<file path="config.mk">
export PLATFORM = sky130hd
export DESIGN_NAME = combo_lock_fsm
export DESIGN_NICKNAME = d
export VERILOG_FILES = /design/src/rtl/lock_pkg.sv /design/src/rtl/lock_sync.sv /design/src/rtl/lock_table.sv /design/src/rtl/lock_state_reg.sv /design/src/rtl/combo_lock_fsm.sv
export SDC_FILE = /design/constraint.sdc
export NUM_CORES = 1
export LEC_CHECK = 0
export BUFFER_PORTS_ARGS = -buffer_cell sky130_fd_sc_hd__buf_2
export CORE_AREA = 10 10 47 49
export DETAILED_ROUTE_END_ITERATION = 10
export DIE_AREA = 0 0 57 59
export SYNTH_ARGS = -nofsm -noshare
export SYNTH_HDL_FRONTEND = slang
export SYNTH_SLANG_ARGS = --single-unit
</file>
<file path="constraint.sdc">
create_clock -name clk -period 1.1 [get_ports clk]
set_clock_uncertainty 0.15 [all_clocks]
set_input_delay 0.22 -clock clk [delete_from_list [all_inputs] [get_ports clk]]
set_output_delay 0.22 -clock clk [all_outputs]
set_load 0.005 [all_outputs]
</file>
<file path="src/rtl/lock_pkg.sv">
// Shared definitions for the serial combination lock.
// Holds the fixed 3-bit state codes and the function that computes one
// lookup-table location from an input bit and a state code.
package lock_pkg;

    localparam int STATE_W = 3;
    localparam int ENTRY_W = STATE_W + 1;
    localparam int ADDR_W  = STATE_W + 1;
    localparam int DEPTH   = 1 << ADDR_W;

    typedef enum logic [STATE_W-1:0] {
        LK_IDLE = 3'b000,   // nothing useful received yet
        LK_G0   = 3'b001,   // tail "0"
        LK_G01  = 3'b011,   // tail "01"
        LK_G011 = 3'b010,   // tail "011"
        LK_OPEN = 3'b100    // tail "0110": unlocked
    } lock_state_e;

    // Location contents: {next state, unlock of the current state}.
    // Unused codes return to LK_IDLE with unlock 0.
    function automatic logic [ENTRY_W-1:0] lock_entry(input logic b,
                                                      input logic [STATE_W-1:0] s);
        logic [STATE_W-1:0] nxt;
        logic               opn;
        opn = 1'b0;
        case (s)
            LK_IDLE: nxt = b ? LK_IDLE : LK_G0;
            LK_G0:   nxt = b ? LK_G01  : LK_G0;
            LK_G01:  nxt = b ? LK_G011 : LK_G0;
            LK_G011: nxt = b ? LK_IDLE : LK_OPEN;
            LK_OPEN: begin
                nxt = b ? LK_G01 : LK_G0;
                opn = 1'b1;
            end
            default: nxt = LK_IDLE;
        endcase
        return {nxt, opn};
    endfunction

endpackage

</file>
<file path="src/rtl/lock_sync.sv">
// Input conditioner for the lock.
// With USE_SYNC set, bit_in passes through STAGES flops that are cleared
// by reset. With it clear, bit_in is assumed synchronous and passes
// straight through.
module lock_sync #(
    parameter bit USE_SYNC = 1'b1,
    parameter int STAGES   = 2
) (
    input  logic clk,
    input  logic rst_n,
    input  logic bit_in,
    output logic bit_out
);

    generate
        if (USE_SYNC) begin : g_sync
            logic [STAGES-1:0] chain_q;

            // Shift the raw bit along the flop chain.
            always_ff @(posedge clk) begin
                if (!rst_n) chain_q <= '0;
                else        chain_q <= {chain_q[STAGES-2:0], bit_in};
            end

            assign bit_out = chain_q[STAGES-1];
        end else begin : g_direct
            assign bit_out = bit_in;
        end
    endgenerate

endmodule

</file>
<file path="src/rtl/lock_table.sv">
// Next-state and output lookup table, 16 locations by 4 bits.
// Address is {input bit, state}; contents are {next state, unlock}.
// Every location is computed from the package function, so nothing is
// written out by hand.
module lock_table
    import lock_pkg::*;
(
    input  logic [ADDR_W-1:0]  addr,
    output logic [ENTRY_W-1:0] data
);

    logic [ENTRY_W-1:0] rom [DEPTH];

    generate
        for (genvar a = 0; a < DEPTH; a++) begin : g_loc
            localparam logic [ADDR_W-1:0] A = ADDR_W'(a);
            assign rom[a] = lock_entry(A[ADDR_W-1], A[STATE_W-1:0]);
        end
    endgenerate

    // Read the addressed location.
    always_comb data = rom[addr];

endmodule

</file>
<file path="src/rtl/lock_state_reg.sv">
// State register of the lock. A low rst_n at a rising edge loads the
// initial code; otherwise the register takes the table's next state.
module lock_state_reg
    import lock_pkg::*;
(
    input  logic               clk,
    input  logic               rst_n,
    input  logic [STATE_W-1:0] nxt,
    output logic [STATE_W-1:0] state_q
);

    // Hold the current state code.
    always_ff @(posedge clk) begin
        if (!rst_n) state_q <= LK_IDLE;
        else        state_q <= nxt;
    end

endmodule

</file>
<file path="src/rtl/combo_lock_fsm.sv">
// Serial combination lock, top level.
// Assumes bit_in is synchronous when USE_SYNC is 0. Unlock is taken from
// the table location of the current state, and it is the same for both
// input halves, so it is a function of the state alone.
module combo_lock_fsm
    import lock_pkg::*;
#(
    parameter bit USE_SYNC = 1'b1
) (
    input  logic clk,
    input  logic rst_n,
    input  logic bit_in,
    output logic unlock
);

    logic               din;
    logic [STATE_W-1:0] state_q;
    logic [ENTRY_W-1:0] entry;

    lock_sync #(.USE_SYNC(USE_SYNC), .STAGES(2)) u_sync (
        .clk     (clk),
        .rst_n   (rst_n),
        .bit_in  (bit_in),
        .bit_out (din)
    );

    lock_table u_table (
        .addr (ADDR_W'({din, state_q})),
        .data (entry)
    );

    lock_state_reg u_state (
        .clk     (clk),
        .rst_n   (rst_n),
        .nxt     (entry[ENTRY_W-1:1]),
        .state_q (state_q)
    );

    // Drive the output from the unlock bit of the location.
    always_comb unlock = entry[0];

endmodule

</file>
==> flow_summary.yaml <==
run_status:
  status: "finished, violations left"
  violations: "setup timing"
power:
  internal-power_mw: 0.336
  combPwrFrac_pct: 3.7
  sw_frac_of_total_pct: 19.0
  leakage_nw: 0.116
  ir_worst_vdd_uv: 482
  clkPwrFrac_pct: 48.9
  p_switching_mw: 0.0788
  pwr_density_cell_nw_per_um2: 1610
  seqPwrFrac_pct: 47.4
final_layout:
  final_cell_mix: "clkbuf_4 (3), buf_2 (3), dfxtp_2 (3)"
  fillCellCount: 155
  nets: 28
  syn2layout_area_growth_pct: 39.2
  drive_gt1_share_pct: 50.0
  diodes: 0
floorplanning:
  pin_count: 4
  die_w_um: 57
  core_area_um2: 1400
  start_util_pct: 13.2
  fp.dieH_um: 59
  die_area_um2: 3360
  rows: 14
yosys:
  postSynthCellCount: 16
  yosys.area_share.simple_pct: 26.4
  synth_top_family_by_area: "simple AND/OR/NAND/NOR gates"
  postSynthAreaPerCell_um2: 11.6
  synth_xor_area_share_pct: 0
  yosysTopAreaCell: "dfxtp_1"
  synth.yosys.seq_area_share_pct: 54.1
  synth_compound_area_share_pct: 17.6
  ys_ff_latch: 5
  synth_nets: 19
  muxShareOfSynthArea_pct: 0
  synth.area.top_cells: "dfxtp_1 (54%), o211a_1 (11%), nor3_4 (8.8%)"
  synth_cell_types: 10
  yosysWarnings: 0
  yosysTopAreaCellShare_pct: 54.1
  synth_adder_area_share_pct: 0
  synthesis.area_um2: 185
setup_path:
  crit_fanout: 5
  crit_buf_inv: 1
  arrival_ns: 0.89
  endpoint_kind: "output pin"
  worst_ep_required_time_ns: 0.73
  worstPathCellList: "nor3_4, buf_2"
  slowest_stage: "dfxtp_2"
  cpPeakStageDelay_ns: 0.34
  rrSetupSlack_ns: 0.12
  path_class: "flip-flop to output pin"
  cp_top_family: "flip-flops"
  start_kind: "flip-flop"
placed_design:
  numPortBuffers: 3
  gp_congestion: 0.584
sta:
  hold_violations: 0
  post-route-min-period_ns: 1.26
  hold_ws_ns: 0.0429
  finalSetupViolations: 1
  setup_tns_ns: -0.159
  fin_crit_sh_pct: 114
  drv_slew: 0
  fin_ws_ns: -0.159
  tightest_slew_ns: 0.145
  rsz0062_at_grt: "true"
  maxSlewHeadroom_pct: 90.3
  timing.fmax_ghz: 0.794
global_route:
  grt_max_degree: 6
  grt_pass1_wl_um: 517
  globalRoute.totalOverflow: 0
  grt_pass1_vias: 165
  antenna_found_initial: 0
  grt_usage_pct: 2.07
cts:
  clk_pin_slew_worst_paths_ns: 0.04
  h-tree-depth: 1
  clock_sinks: 5
  clock_latency_ns: 0.23
  root_buffer: "clkbuf_4"
  cts_tree: "yes"
  numCtsBuffers: 3
  clockBufferDepth: 2
  hold_buffers: 0
route:
  drt-initial-drc-count: 2
  viasPerCell: 3.55
  drc: 0
  vias: 142
  wl_per_cell_um: 7.78
  antenna_left: 0
  dr_wl_met2_um: 169
  met1Wirelength_um: 133
  top_layer: "met3"
  route.met3.wl_um: 8
  wirelength_um: 311
  drtPass1Iterations: 4
worst_hold_path:
  min_path_type: "primary input to flip-flop"
run:
  max_cap_violations: 0
## what timing repair did
item	CTS	global route
resized for setup	2	1
endpoints found under the setup margin	1	1
setup buffers	0	0
## cells in the mapped netlist
| cell | instances |
|---|---|
| and4b_1 | 1 |
| nor2b_1 | 1 |
| o211a_1 | 2 |
| nor2_1 | 1 |
| nor3_4 | 1 |
| a22oi_1 | 1 |
| dfxtp_1 | 5 |
| inv_2 | 1 |
| a21oi_1 | 1 |
| and2_1 | 2 |
## state kept, by name, indices dropped and copies added (netlist names)
signal                 cells
u_state.state_q            3
u_sync.g_sync.chain_q      2
## power by group through the flow
stage,registers (mW),logic [mW],clock network (mW)
after CTS,0.196,0.0159,0.213
after detailed placement,0.199,0.0155,0
after global routing,0.197,0.0179,0.223
final,0.196,0.0155,0.203
after floorplan,0.198,0.00901,0
after global placement,0.199,0.0152,0
## metal layers
layer / vias up / global-route usage (%)
met1: 66 / 1.66
met2: 3 / 2.95
met4: 0 / 4.03
met3: 0 / 0.644
met5: - / 0
li1: 73 / -
## path summary, 6_finish.rpt
kind,startpoint,endpoint,cells past startpoint
setup / recovery,u_state.state_q[0]$_SDFFE_PN0P_,unlock,2
setup reg to reg,u_state.state_q[2]$_SDFF_PP0_,u_state.state_q[0]$_SDFFE_PN0P_,3
hold reg to reg,u_sync.g_sync.chain_q[0]$_SDFF_PN0_,u_sync.g_sync.chain_q[1]$_SDFF_PN0_,1
hold / removal,bit_in,u_sync.g_sync.chain_q[0]$_SDFF_PN0_,2
## area by class of cell
type                       count  area (µm²)  share of cell area (%)
inverter                       1        3.75                    1.46
timing repair buffer           4        22.5                    8.74
tap                           16        20.0                    7.77
multi-input combinational     10        81.3                    31.6
clock buffer                   4        26.3                    10.2
sequential                     5         104                    40.3
## logic make-up after synthesis
family,after synthesis
compound gates,4
simple gates,6
flops,5
buf+inv,1
## stage by stage
step                total power, mW  util, %  instance area (µm²)  cells  worst slack [ns]
floorplan                     0.207        -                  185     16             0.178
global placement              0.214     16.3                  228     36            0.0525
detailed placement            0.215     16.3                  228     36            0.0550
CTS                           0.425     18.3                  256     40            -0.178
global route                  0.438     18.4                  258     40            -0.205
finish                        0.415     18.4                  258     40            -0.159
(Power assumes the default switching activity.)
